==> src/rtl/ptp_cls_pkg.sv <==
package ptp_cls_pkg;
  localparam int NUM_PARAMS = 11;
  localparam int NUM_RULES  = 14;
  localparam int EN_W       = 6;
  localparam int ET_W       = 16;
  localparam int MAC_W      = 48;
  localparam int V4_W       = 32;
  localparam int V6_W       = 128;
  localparam int PORT_W     = 16;

  localparam int IDX_V4_A   = 0;
  localparam int IDX_V4_B   = 1;
  localparam int IDX_V6_A   = 2;
  localparam int IDX_V6_B   = 3;
  localparam int IDX_UDP_EV = 4;
  localparam int IDX_UDP_GN = 5;
  localparam int IDX_ET_FIX = 6;
  localparam int IDX_ET_CFG = 7;
  localparam int IDX_DA_A   = 8;
  localparam int IDX_DA_B   = 9;
  localparam int IDX_DA_CFG = 10;

  localparam logic [V4_W-1:0]   V4_A_VAL  = 32'hE000_0181;
  localparam logic [V4_W-1:0]   V4_B_VAL  = 32'hE000_006B;
  localparam logic [11:0]       V6_A_TOP  = 12'hFF0;
  localparam logic [111:0]      V6_A_LOW  = 112'h181;
  localparam logic [V6_W-1:0]   V6_B_VAL  = 128'hFF02_0000_0000_0000_0000_0000_0000_006B;
  localparam logic [PORT_W-1:0] UDP_EV    = 16'd319;
  localparam logic [PORT_W-1:0] UDP_GN    = 16'd320;
  localparam logic [ET_W-1:0]   ET_FIX    = 16'h88F7;
  localparam logic [MAC_W-1:0]  DA_A_VAL  = 48'h011B_1900_0000;
  localparam logic [MAC_W-1:0]  DA_B_VAL  = 48'h0180_C200_000E;

  typedef enum logic [1:0] {RK_L2, RK_V4, RK_V6} rule_kind_e;

  function automatic int rule_left(input int r);
    if (r < 4) return IDX_V4_A + r / 2;
    if (r < 8) return IDX_V6_A + (r - 4) / 2;
    if (r < 12) return IDX_DA_A + (r - 8) % 2;
    return IDX_DA_CFG;
  endfunction

  function automatic int rule_right(input int r);
    if (r < 8) return IDX_UDP_EV + r % 2;
    if (r < 12) return IDX_ET_FIX + (r - 8) / 2;
    return IDX_ET_FIX + (r - 12);
  endfunction

  function automatic rule_kind_e rule_kind(input int r);
    if (r < 4) return RK_V4;
    if (r < 8) return RK_V6;
    return RK_L2;
  endfunction
endpackage

==> src/rtl/ptp_mask_regs.sv <==
module ptp_mask_regs
  import ptp_cls_pkg::*;
(
  input  logic                  clk_i,
  input  logic                  rst_ni,
  input  logic                  param_we_i,
  input  logic [NUM_PARAMS-1:0] param_wdata_i,
  input  logic                  rule_we_i,
  input  logic [NUM_RULES-1:0]  rule_wdata_i,
  output logic [NUM_PARAMS-1:0] param_mask_o,
  output logic [NUM_RULES-1:0]  rule_mask_o
);
  always_ff @(posedge clk_i or negedge rst_ni) begin
    if (!rst_ni) begin
      param_mask_o <= '1;
      rule_mask_o  <= '1;
    end else begin
      if (param_we_i) param_mask_o <= param_wdata_i;
      if (rule_we_i)  rule_mask_o  <= rule_wdata_i;
    end
  end
endmodule

==> src/rtl/ptp_field_match.sv <==
module ptp_field_match
  import ptp_cls_pkg::*;
(
  input  logic [ET_W-1:0]       ethertype_i,
  input  logic [MAC_W-1:0]      mac_da_i,
  input  logic [V4_W-1:0]       ipv4_da_i,
  input  logic [V6_W-1:0]       ipv6_da_i,
  input  logic [PORT_W-1:0]     udp_dport_i,
  input  logic [ET_W-1:0]       cfg_ethertype_i,
  input  logic [MAC_W-1:0]      cfg_mac_da_i,
  input  logic [NUM_PARAMS-1:0] param_mask_i,
  output logic [NUM_PARAMS-1:0] hit_o
);
  logic [NUM_PARAMS-1:0] raw;

  always_comb begin
    raw             = '0;
    raw[IDX_V4_A]   = (ipv4_da_i == V4_A_VAL);
    raw[IDX_V4_B]   = (ipv4_da_i == V4_B_VAL);
    // nibble [115:112] is the multicast scope: any value accepted
    raw[IDX_V6_A]   = (ipv6_da_i[127:116] == V6_A_TOP) && (ipv6_da_i[111:0] == V6_A_LOW);
    raw[IDX_V6_B]   = (ipv6_da_i == V6_B_VAL);
    raw[IDX_UDP_EV] = (udp_dport_i == UDP_EV);
    raw[IDX_UDP_GN] = (udp_dport_i == UDP_GN);
    raw[IDX_ET_FIX] = (ethertype_i == ET_FIX);
    raw[IDX_ET_CFG] = (ethertype_i == cfg_ethertype_i);
    raw[IDX_DA_A]   = (mac_da_i == DA_A_VAL);
    raw[IDX_DA_B]   = (mac_da_i == DA_B_VAL);
    raw[IDX_DA_CFG] = (mac_da_i == cfg_mac_da_i);
  end

  assign hit_o = raw & ~param_mask_i;
endmodule

==> src/rtl/ptp_rule_eval.sv <==
module ptp_rule_eval
  import ptp_cls_pkg::*;
(
  input  logic [NUM_PARAMS-1:0] hit_i,
  input  logic                  is_ipv4_i,
  input  logic                  is_ipv6_i,
  input  logic [NUM_RULES-1:0]  rule_mask_i,
  output logic                  any_o
);
  logic [NUM_RULES-1:0] rule_hit;

  for (genvar r = 0; r < NUM_RULES; r++) begin : g_rule
    localparam int         LA   = rule_left(r);
    localparam int         LB   = rule_right(r);
    localparam rule_kind_e KIND = rule_kind(r);
    logic qual;
    if (KIND == RK_V4) begin : g_v4
      assign qual = is_ipv4_i;
    end else if (KIND == RK_V6) begin : g_v6
      assign qual = is_ipv6_i;
    end else begin : g_l2
      assign qual = 1'b1;
    end
    assign rule_hit[r] = hit_i[LA] & hit_i[LB] & qual & ~rule_mask_i[r];
  end

  assign any_o = |rule_hit;
endmodule

==> src/rtl/ptp_dir_gate.sv <==
module ptp_dir_gate
  import ptp_cls_pkg::*;
#(
  parameter int VER_W = 4
) (
  input  logic             dir_tx_i,
  input  logic [EN_W-1:0]  enable_i,
  input  logic [VER_W-1:0] ver_i,
  output logic             ok_o
);
  localparam int GRP_W = EN_W / 2;
  logic [GRP_W-1:0] grp;
  logic v1_ok, v2_ok;

  assign grp   = dir_tx_i ? enable_i[EN_W-1:GRP_W] : enable_i[GRP_W-1:0];
  assign v1_ok = grp[1] & (ver_i == VER_W'(1));
  assign v2_ok = grp[2] & (ver_i == VER_W'(2));
  assign ok_o  = grp[0] & (v1_ok | v2_ok);
endmodule

==> src/rtl/ptp_frame_classifier.sv <==
module ptp_frame_classifier
  import ptp_cls_pkg::*;
#(
  parameter int VER_W = 4
) (
  input  logic                  clk_i,
  input  logic                  rst_ni,
  input  logic                  hdr_valid_i,
  input  logic                  dir_tx_i,
  input  logic [ET_W-1:0]       ethertype_i,
  input  logic [MAC_W-1:0]      mac_da_i,
  input  logic                  is_ipv4_i,
  input  logic [V4_W-1:0]       ipv4_da_i,
  input  logic                  is_ipv6_i,
  input  logic [V6_W-1:0]       ipv6_da_i,
  input  logic [PORT_W-1:0]     udp_dport_i,
  input  logic [VER_W-1:0]      ptp_ver_i,
  input  logic [EN_W-1:0]       enable_i,
  input  logic [ET_W-1:0]       cfg_ethertype_i,
  input  logic [MAC_W-1:0]      cfg_mac_da_i,
  input  logic                  param_mask_we_i,
  input  logic [NUM_PARAMS-1:0] param_mask_wdata_i,
  input  logic                  rule_mask_we_i,
  input  logic [NUM_RULES-1:0]  rule_mask_wdata_i,
  output logic                  is_ptp_o
);
  logic [NUM_PARAMS-1:0] param_mask_q;
  logic [NUM_RULES-1:0]  rule_mask_q;
  logic [NUM_PARAMS-1:0] hit;
  logic                  any_rule;
  logic                  dir_ok;

  ptp_mask_regs u_masks (
    .clk_i         (clk_i),
    .rst_ni        (rst_ni),
    .param_we_i    (param_mask_we_i),
    .param_wdata_i (param_mask_wdata_i),
    .rule_we_i     (rule_mask_we_i),
    .rule_wdata_i  (rule_mask_wdata_i),
    .param_mask_o  (param_mask_q),
    .rule_mask_o   (rule_mask_q)
  );

  ptp_field_match u_match (
    .ethertype_i     (ethertype_i),
    .mac_da_i        (mac_da_i),
    .ipv4_da_i       (ipv4_da_i),
    .ipv6_da_i       (ipv6_da_i),
    .udp_dport_i     (udp_dport_i),
    .cfg_ethertype_i (cfg_ethertype_i),
    .cfg_mac_da_i    (cfg_mac_da_i),
    .param_mask_i    (param_mask_q),
    .hit_o           (hit)
  );

  ptp_rule_eval u_rules (
    .hit_i       (hit),
    .is_ipv4_i   (is_ipv4_i),
    .is_ipv6_i   (is_ipv6_i),
    .rule_mask_i (rule_mask_q),
    .any_o       (any_rule)
  );

  ptp_dir_gate #(.VER_W(VER_W)) u_gate (
    .dir_tx_i (dir_tx_i),
    .enable_i (enable_i),
    .ver_i    (ptp_ver_i),
    .ok_o     (dir_ok)
  );

  always_ff @(posedge clk_i or negedge rst_ni) begin
    if (!rst_ni) is_ptp_o <= 1'b0;
    else         is_ptp_o <= hdr_valid_i & any_rule & dir_ok;
  end
endmodule

==> config.mk <==
export PLATFORM = sky130hd
export DESIGN_NAME = ptp_frame_classifier
export DESIGN_NICKNAME = d
export VERILOG_FILES = /design/src/rtl/ptp_cls_pkg.sv /design/src/rtl/ptp_mask_regs.sv /design/src/rtl/ptp_field_match.sv /design/src/rtl/ptp_rule_eval.sv /design/src/rtl/ptp_dir_gate.sv /design/src/rtl/ptp_frame_classifier.sv
export SDC_FILE = /design/constraint.sdc
export NUM_CORES = 1
export LEC_CHECK = 0
export ABC_AREA = 1
export ABC_CLOCK_PERIOD_IN_PS = 1500
export BUFFER_PORTS_ARGS = -buffer_cell sky130_fd_sc_hd__buf_2
export CORE_AREA = 2 2 133 135
export CTS_BUF_LIST = sky130_fd_sc_hd__clkbuf_4 sky130_fd_sc_hd__clkbuf_8
export DETAILED_ROUTE_END_ITERATION = 12
export DIE_AREA = 0 0 135 137
export GPL_TIMING_DRIVEN = 0
export HOLD_SLACK_MARGIN = 0.03
export PLACE_DENSITY = 0.49
export RECOVER_POWER = 25
export SETUP_SLACK_MARGIN = 0.05
export SYNTH_ARGS = -nofsm -noshare
export SYNTH_HDL_FRONTEND = slang
export SYNTH_SLANG_ARGS = --single-unit
==> constraint.sdc <==
create_clock -name clk_i -period 1.5 [get_ports clk_i]
set_input_delay 0.375 -clock clk_i [delete_from_list [all_inputs] [get_ports clk_i]]
set_output_delay 0.375 -clock clk_i [all_outputs]
set_load 0.01 [all_outputs]
==> results of run 1 <==
cell families (layout without fill, tap and decap cells):
family | count (synthesis) | in the layout | synth area share
buffers and inverters | 128 | 477 | 0.139
AND/OR/NAND/NOR | 452 | 452 | 0.534
flip-flops | 26 | 26 | 0.198
XOR/XNOR | 15 | 15 | 0.0381
AO/OA/AOI/OAI | 50 | 50 | 0.0750
multiplexers | 5 | 5 | 0.0163
registers in the layout, indices dropped and copies added, names as in the netlist:
signal                cells
is_ptp_o                  1
u_masks.param_mask_o     11
u_masks.rule_mask_o      14
power groups by stage:
stage | Clock [W] | Combinational, W | Sequential, W
floorplan | 0 | 0.000407 | 0.000833
global placement | 0 | 0.00102 | 0.000838
detailed placement | 0 | 0.00103 | 0.000840
CTS | 0.000608 | 0.00104 | 0.000829
global route | 0.000640 | 0.00118 | 0.000837
finish | 0.000602 | 0.00103 | 0.000828
layout by cell type, fill, tap and decap left out, types with 3 or more instances in the layout:
cell type    n
inv_2       12
nand3_1     25
inv_1      110
nor2_1     165
nand3_2      3
nor3_1       4
nand4_1     12
o21ai_1      9
xnor2_1     14
dfstp_2     25
nand3b_1     4
nand2_1    218
mux2_2       5
o21ai_0     37
clkbuf_8     3
nor3b_1      4
nand2_2      3
clkbuf_1     4
nor2_4       5
buf_2      344
nor2_2       4
worst max path at each step:
stage	startpoint	end	slack, ns	depth (start not counted)
floorplan	udp_dport_i[15]	is_ptp_o$_DFF_PN0_	0.25	11
global placement	mac_da_i[34]	is_ptp_o$_DFF_PN0_	-0.17	10
detailed placement	mac_da_i[34]	is_ptp_o$_DFF_PN0_	-0.19	10
CTS	u_masks.param_mask_o[9]$_DFFE_PN1P_	is_ptp_o$_DFF_PN0_	0.08	11
global route	u_masks.param_mask_o[9]$_DFFE_PN1P_	is_ptp_o$_DFF_PN0_	-0.001	11
finish	u_masks.param_mask_o[5]$_DFFE_PN1P_	is_ptp_o$_DFF_PN0_	0.11	11
worst max-delay path: stages, from the launching register on:
cell      delay [ns]
dfstp_2         0.53
inv_1           0.04
nand3b_1        0.13
nor2_4          0.07
nand3_1         0.07
o21ai_1         0.06
nand2_1         0.07
nand2_2         0.06
nand2_2         0.06
nand2_1         0.05
nor2_1          0.11
nor2_1          0.05
layout make-up:
cell class                 instances  share of cell area
buffer                             5             0.00359
clock inverter                     1             0.00539
tap                              225              0.0505
clock buffer                       3             0.00741
timing repair buffer             345               0.310
inverter                         123              0.0828
multi-input combinational        522               0.418
sequential                        26               0.122
what timing repair did:
item / CTS / global route
pin swaps: 0 / 4
endpoints found under the setup margin: 1 / 7
gates cloned: 0 / 0
gates resized for setup: 1 / 12
setup buffers: 0 / 0
hold endpoints to repair: 0 / 0
per-layer routing:
layer  vias up  global-route usage  wire [um]
met2       204               0.289       7280
li1       2727                   -          -
met1      2056               0.196       6630
met4         2              0.0399        280
met3        21              0.0267       1190
met5         -                   0         13
through the flow:
stage | area, sq um | utilization | instances
after global routing | 5580 | 0.327 | 1250
final | 5580 | 0.327 | 1250
after detailed placement | 5460 | 0.320 | 1246
after CTS | 5530 | 0.324 | 1250
after global placement | 5460 | 0.320 | 1246
after floorplan | 3450 | - | 676
==> flow_summary_export.csv, run 1 <==
group,metric,value,unit
clock_network,htreeDepth,1,
placement,dp_hpwl,14000,um
setup_path,start_kind,"flip-flop",
final_layout,fill_cells,2001,
grt,grt_pass1_wl,23200,um
detailed_routing,ant_nets,0,
synthesis,synth_edf_count,0,
clock_network,clockBufferDepth,2,
placement,routabilityCongestion,0.822,
synthesis,synth_nets,1023,
grt,grt_pass1_vias,4886,
power,seqPwrFrac,0.337,
power,combPwrFrac,0.418,
synthesis,synth_top_cells_by_area,"nand2_1, dfstp_2, nor2_1",
sta,slew_headroom,0.557,
power,swShare,0.314,
synthesis,synth_top_area_frac,0.240,
setup_path,r2r-end,"is_ptp_o$_DFF_PN0_",
power,finalPower,0.00246,W
sta,setup-tns-final,0,ns
clock_network,cts_sinks,26,
setup_path,rr_worst_depth,11,
setup_path,crit_type,"flip-flop to flip-flop",
synthesis,synth_top_area_cell,"nand2_1",
sta,fin_crit_sh,0.924,
floorplanning,num_rows,48,
detailed_routing,drt-total-wl,15400,um
detailed_routing,num_vias,5010,
sta,finalWorstSetupSlack,0.114,ns
floorplanning,dieHeight,137,um
sta,rsz0062_at_grt,"yes",
synthesis,async_flop_share,1.00,
final_layout,area.growth.synth_to_final,61.5,%
setup_path,reg2reg_slack,0.11,ns
floorplanning,die_w,135,um
synthesis,ys.flop_type,"dfstp_2",
final_layout,regArea,682,sq um
clock_network,cts_root_buf,"clkbuf_8",
setup_path,cp.required,1.67,ns
floorplanning,die-area,18500,sq um
synthesis,yosysSeqAreaShare,0.198,
sta,worst_pin_slew,0.664,ns
sta,setup_viol_count_final,0,
grt,grtUsageTotal,0.160,
power,vdd_drop_max,327,uV
power,power_density,440,nW/um^2
power,total_leakage_power,3.20,nW
detailed_routing,wl_per_cell,12.3,um
detailed_routing,drc,0,
clock_network,ctsHoldBuffers,0,
clock_network,clk_pin_slew,0.10,ns
clock_network,insertion_delay,0.28,ns
synthesis,avgSynthCellArea,5.11,sq um
setup_path,rr_startpoint,"u_masks.param_mask_o[5]$_DFFE_PN1P_",
floorplanning,core_area,17100,sq um
sta,drv_slew,0,
clock_network,cts_buffers,3,
sta,skew,0.00847,ns
floorplanning,start_util,0.202,
synthesis,yosysMostFrequentCell,"nand2_1",
setup_path,cp_max_fo,4,
power,p_int,0.00168,W
power,power.share.clock,0.245,
sta,fin_crit,1.39,ns
sta,final_hold_viol_count,0,
clock_network,cts_tree,"done",
synthesis,synth-seq-cells,26,
hold_path,hold_class,"input pin to async pin",
grt,grt_overflow,0,
detailed_routing,firstDrtPassIters,4,
grt,grt_max_degree,27,
placement,port_buffers,345,
sta,fmax,722,MHz
detailed_routing,routed_via_density,4.01,
final_layout,multiInputGateArea,2330,sq um
status,status,"completed",
job,maxCapViolations,0,
synthesis,ys_warn_count,0,
synthesis,synth_area,3450,sq um
floorplanning,ioPinCount,348,
power,p_sw,0.000771,W
synthesis,yosys-top-cells-count,"nand2_1, nor2_1, inv_1, o21ai_0, nand3_1",
grt,antenna_found_initial,1,
setup_path,cp-end-kind,"flip-flop",
setup_path,worstPathArrival,1.56,ns
detailed_routing,drt_iter0_drc,137,
synthesis,synthCells,676,
final_layout,drive_above_1_share,0.398,
final_layout,fin_nets,1373,
synthesis,synth_cell_types,29,
sta,whs,0.115,ns
final_layout,insertedDiodeCount,0,
placement,post-place-ws,-0.189,ns
No activity file was read; power rests on OpenSTA's default activity.
==> run 2: changes to the inputs <==
- PLACE_DENSITY: 0.49 -> 0.62
==> flow_summary_export.csv, run 2 (synthesis results as in run 1) <==
group,metric,value,unit
status,status,"completed",
final_layout,largest_register_ffs,14,
sta,slew_headroom,0.541,
final_layout,fin_nets,1373,
grt,grt_overflow,0,
final_layout,final_common_cell,"buf_2",
floorplanning,num_rows,48,
final_layout,mostFrequentLayoutCells,"buf_2, nand2_1, nor2_1",
setup_path,cp.required,1.66,ns
clock_network,cts_root_buf,"clkbuf_8",
power,combPwrFrac,0.419,
clock_network,htreeDepth,1,
clock_network,clk_pin_slew,0.10,ns
job,maxCapViolations,0,
floorplanning,start_util,0.202,
sta,setup-tns-final,0,ns
sta,fmax,714,MHz
grt,grt_max_degree,27,
hold_path,hold_class,"input pin to async pin",
clock_network,cts_tree,"done",
sta,fin_crit,1.40,ns
final_layout,top_regs,"u_masks.rule_mask_o: 14 flops, u_masks.param_mask_o: 11 flops, is_ptp_o: 1 flops",
power,power.share.clock,0.243,
placement,dp_hpwl,14000,um
clock_network,cts_sinks,26,
power,vdd_drop_max,329,uV
grt,grtUsageTotal,0.160,
final_layout,drive_above_1_share,0.397,
setup_path,start_kind,"flip-flop",
final_layout,fin_area,5570,sq um
grt,antenna_found_initial,1,
clock_network,insertion_delay,0.27,ns
setup_path,cp-end-kind,"flip-flop",
floorplanning,ioPinCount,348,
power,power_density,442,nW/um^2
placement,place_area,5460,sq um
sta,drv_slew,0,
detailed_routing,drc,0,
sta,setup_viol_count_final,0,
sta,worst_pin_slew,0.689,ns
final_layout,area.growth.synth_to_final,61.3,%
detailed_routing,drt-total-wl,15400,um
power,total_leakage_power,3.20,nW
floorplanning,core_area,17100,sq um
floorplanning,die_w,135,um
setup_path,slowest_delay,0.54,ns
placement,routabilityCongestion,0.866,
final_layout,insertedDiodeCount,0,
final_layout,fill_cells,1959,
power,p_int,0.00169,W
power,seqPwrFrac,0.337,
setup_path,worstPathCellList,"inv_2, nand2_1, nor2_1, nand3_1, nor2_4, nand3_1, nand2_1, nand2_1, nand3_1, nor2_1, nor2_1",
grt,grt_pass1_vias,4922,
sta,skew,0.00340,ns
detailed_routing,drt_iter0_drc,129,
setup_path,path_buf_inv,1,
grt,grt_pass1_wl,23100,um
clock_network,ctsHoldBuffers,0,
setup_path,worstPathArrival,1.57,ns
power,swShare,0.314,
setup_path,cp_max_fo,2,
clock_network,clockBufferDepth,2,
placement,port_buffers,345,
setup_path,cpLargestDelayFamily,"simple AND/OR/NAND/NOR gates",
setup_path,crit_type,"flip-flop to flip-flop",
detailed_routing,routed_via_density,4.05,
floorplanning,die-area,18500,sq um
detailed_routing,firstDrtPassIters,7,
floorplanning,dieHeight,137,um
power,p_sw,0.000772,W
detailed_routing,ant_nets,0,
sta,rsz0062_at_grt,"yes",
clock_network,cts_buffers,3,
final_layout,largest_register,"u_masks.rule_mask_o",
sta,final_hold_viol_count,0,
detailed_routing,wl_per_cell,12.3,um
sta,fin_crit_sh,0.934,
setup_path,slowest_stage,"dfstp_2",
detailed_routing,num_vias,5060,
## run 2: changes by cell type in the layout (fill, tap and decap cells not counted), moves of 2 or more
cell     before  now
nand3_2       3    1
nor2_2        4    6
nand3_1      25   27
nand2_2       3    0
nor2_1      165  163
nand2_1     218  221
## run 2: metrics by stage
step	std cells	hold WS (ns)	power, W	util	setup WS, ns
after CTS	1250	0.122	0.00249	0.325	0.00741
after detailed placement	1246	0.430	0.00188	0.320	-0.302
after global routing	1250	0.183	0.00267	0.326	-0.0628
final	1250	0.140	0.00246	0.326	0.0995
after floorplan	676	0.0794	0.00124	-	0.247
after global placement	1246	0.427	0.00186	0.320	-0.278
## run 2: path summary, 6_finish.rpt
check / cells after the start / from / endpoint / slack, ns
max: 11 / u_masks.param_mask_o[9]$_DFFE_PN1P_ / is_ptp_o$_DFF_PN0_ / 0.1
min: 1 / rst_ni / is_ptp_o$_DFF_PN0_ / 0.14
max reg2reg: 11 / u_masks.param_mask_o[9]$_DFFE_PN1P_ / is_ptp_o$_DFF_PN0_ / 0.1
min reg2reg: 2 / u_masks.param_mask_o[4]$_DFFE_PN1P_ / u_masks.param_mask_o[4]$_DFFE_PN1P_ / 0.49
max in group asynchronous: 1 / rst_ni / is_ptp_o$_DFF_PN0_ / 0.93
min in group clk_i: 3 / rule_mask_wdata_i[12] / u_masks.rule_mask_o[12]$_DFFE_PN1P_ / 0.31
## run 2: area by class of cell
class | instances | area (sq um) | share of cell area
well taps | 225 | 282 | 0.0506
clock inverters | 1 | 30.0 | 0.00539
flip-flops and latches | 26 | 682 | 0.122
plain buffers | 5 | 20.0 | 0.00360
repair buffers | 345 | 1730 | 0.310
inverters | 123 | 462 | 0.0829
multi-input cells | 522 | 2320 | 0.417
clock buffers | 3 | 41.3 | 0.00742
## run 2: power groups by stage
stage                     Sequential [W]  Combinational (W)  Clock [W]
final                           0.000829            0.00103   0.000598
after global routing            0.000837            0.00118   0.000655
after CTS                       0.000829            0.00104   0.000615
after detailed placement        0.000840            0.00104          0
after global placement          0.000837            0.00102          0
after floorplan                 0.000833           0.000407          0
## run 2: timing repair
item	4_1_cts	5_1_grt
buffers inserted	0	0
resized for setup	3	8
endpoints found under the setup margin	7	1
pin swaps	1	3
## run 2: per-layer routing
metal | vias up | routed length, um | track usage
li1 | 2730 | - | -
met1 | 2103 | 6410 | 0.195
met2 | 215 | 7480 | 0.297
met3 | 12 | 1320 | 0.0263
met4 | 0 | 178 | 0.0301
met5 | - | 0 | 0
==> run 3: changes to the inputs <==
- CTS_BUF_LIST: sky130_fd_sc_hd__clkbuf_4 sky130_fd_sc_hd__clkbuf_8 -> sky130_fd_sc_hd__clkbuf_4
- TNS_END_PERCENT: not set -> 100
==> flow_summary_export.csv, run 3 (synthesis results as in run 1) <==
group,metric,value,unit
status,status,"completed",
sta,worst_pin_slew,1.47,ns
hold_path,hold_class,"input pin to flip-flop",
floorplanning,num_rows,48,
sta,final_hold_viol_count,0,
clock_network,htreeDepth,1,
detailed_routing,wl_met3,1270,um
placement,port_buffers,345,
sta,drv_slew,0,
grt,grt_max_degree,27,
detailed_routing,ant_nets,0,
clock_network,ctsHoldBuffers,0,
final_layout,drive_above_1_share,0.397,
placement,routabilityCongestion,0.866,
detailed_routing,num_vias,5038,
placement,post-place-ws,-0.302,ns
floorplanning,dieHeight,137,um
final_layout,area.growth.synth_to_final,60.7,%
clock_network,cts_buffers,3,
power,total_leakage_power,3.19,nW
clock_network,clk_pin_slew,0.16,ns
floorplanning,die-area,18500,sq um
sta,fmax,715,MHz
grt,grt_pass1_wl,23100,um
setup_path,cp.required,1.73,ns
grt,grtUsageTotal,0.160,
power,power_density,426,nW/um^2
sta,skew,0.00858,ns
detailed_routing,met1_length,6440,um
final_layout,largest_register,"u_masks.rule_mask_o",
setup_path,cp_max_fo,4,
clock_network,cts_tree,"done",
power,vdd_drop_max,310,uV
detailed_routing,top_layer_used,"met4",
detailed_routing,drt-total-wl,15400,um
power,finalPower,0.00236,W
sta,whs,0.237,ns
placement,dp.cells,1246,
job,maxCapViolations,0,
grt,antenna_found_initial,1,
setup_path,slowest_delay,0.55,ns
floorplanning,ioPinCount,348,
detailed_routing,drt_iter0_drc,124,
placement,dp_hpwl,14000,um
clock_network,insertion_delay,0.33,ns
final_layout,insertedDiodeCount,0,
final_layout,largest_register_ffs,14,
sta,slew_headroom,0.0232,
setup_path,worstPathArrival,1.63,ns
detailed_routing,wl_met2,7480,um
setup_path,crit_top_cell,"nand2_1",
floorplanning,start_util,0.202,
clock_network,clockBufferDepth,2,
detailed_routing,firstDrtPassIters,7,
floorplanning,die_w,135,um
clock_network,post_cts_buffers,0,
detailed_routing,drc,0,
final_layout,final_common_cell,"buf_2",
setup_path,crit_type,"flip-flop to flip-flop",
grt,grt_overflow,0,
sta,setup_viol_count_final,0,
detailed_routing,routed_via_density,4.03,
final_layout,final-instance-count-excl-fill,1250,
detailed_routing,wl_per_cell,12.3,um
sta,finalWorstSetupSlack,0.102,ns
setup_path,start_kind,"flip-flop",
sta,rsz0062_at_grt,"yes",
sta,fin_crit,1.40,ns
grt,grt_pass1_vias,4926,
setup_path,worstPathCellList,"inv_1, nand3b_1, nor2_2, nand3_1, o21ai_1, nand2_1, nand2_1, nand2_1, nand2_1, nor2_1, nor2_1",
clock_network,cts_sinks,26,
final_layout,mostFrequentLayoutCells,"buf_2, nand2_1, nor2_1",
final_layout,fin_nets,1373,
setup_path,cp-end-kind,"flip-flop",
sta,fin_crit_sh,0.932,
final_layout,fill_cells,1962,
floorplanning,core_area,17100,sq um
final_layout,top_regs,"u_masks.rule_mask_o: 14 flops, u_masks.param_mask_o: 11 flops, is_ptp_o: 1 flops",
clock_network,cts_root_buf,"clkbuf_4",
setup_path,slowest_stage,"dfstp_2",
final_layout,fin_util,0.325,
run 3: stage by stage:
stage / TNS, ns / area, sq um
floorplan: 0 / 3450
global placement: -2.29 / 5460
detailed placement: -2.37 / 5460
CTS: 0 / 5530
global route: -0.0779 / 5550
finish: 0 / 5550
run 3: where the power goes:
group,leakage (nW),switching [W],internal [W],total (W)
sequential,0.276,0.0000211,0.000808,0.000829
combinational,2.89,0.000512,0.000521,0.00103
clock,0.0279,0.000230,0.000270,0.000501
total,3.19,0.000763,0.00160,0.00236
run 3: repair_timing:
item,in CTS,in global routing
endpoints found under the setup margin,1,2
pin swaps,2,2
cloned,0,0
resized for setup,7,6
run 3: cell type report:
class	instances	area, sq um	share of cell area
buffer	5	20.0	0.00361
clock buffer	3	22.5	0.00406
clock inverter	1	30.0	0.00541
inverter	123	462	0.0832
multi-input combinational	522	2330	0.419
sequential	26	682	0.123
tap	225	282	0.0507
timing repair buffer	345	1730	0.311
run 3: final timing paths:
| check | start | endpoint | slack, ns | cells after the start |
|---|---|---|---|---|
| min in group asynchronous | rst_ni | is_ptp_o$_DFF_PN0_ | 0.38 | 1 |
| max | u_masks.param_mask_o[5]$_DFFE_PN1P_ | is_ptp_o$_DFF_PN0_ | 0.10 | 11 |
| min | rule_mask_wdata_i[3] | u_masks.rule_mask_o[3]$_DFFE_PN1P_ | 0.24 | 3 |
| min reg2reg | u_masks.param_mask_o[4]$_DFFE_PN1P_ | u_masks.param_mask_o[4]$_DFFE_PN1P_ | 0.49 | 2 |
| max in group asynchronous | rst_ni | is_ptp_o$_DFF_PN0_ | 0.29 | 1 |
| max reg2reg | u_masks.param_mask_o[5]$_DFFE_PN1P_ | is_ptp_o$_DFF_PN0_ | 0.10 | 11 |
run 3: worst max-delay path: cells and delay by family (launching register included):
kind | cells | cell delay [ns]
flops | 1 | 0.55
simple gates | 9 | 0.64
compound gates | 1 | 0.06
buf+inv | 1 | 0.04
run 3: routing by layer:
metal | up-vias | GRT usage
met5 | - | 0
met4 | 0 | 0.0301
met3 | 12 | 0.0263
met2 | 205 | 0.298
met1 | 2090 | 0.194
li1 | 2731 | -
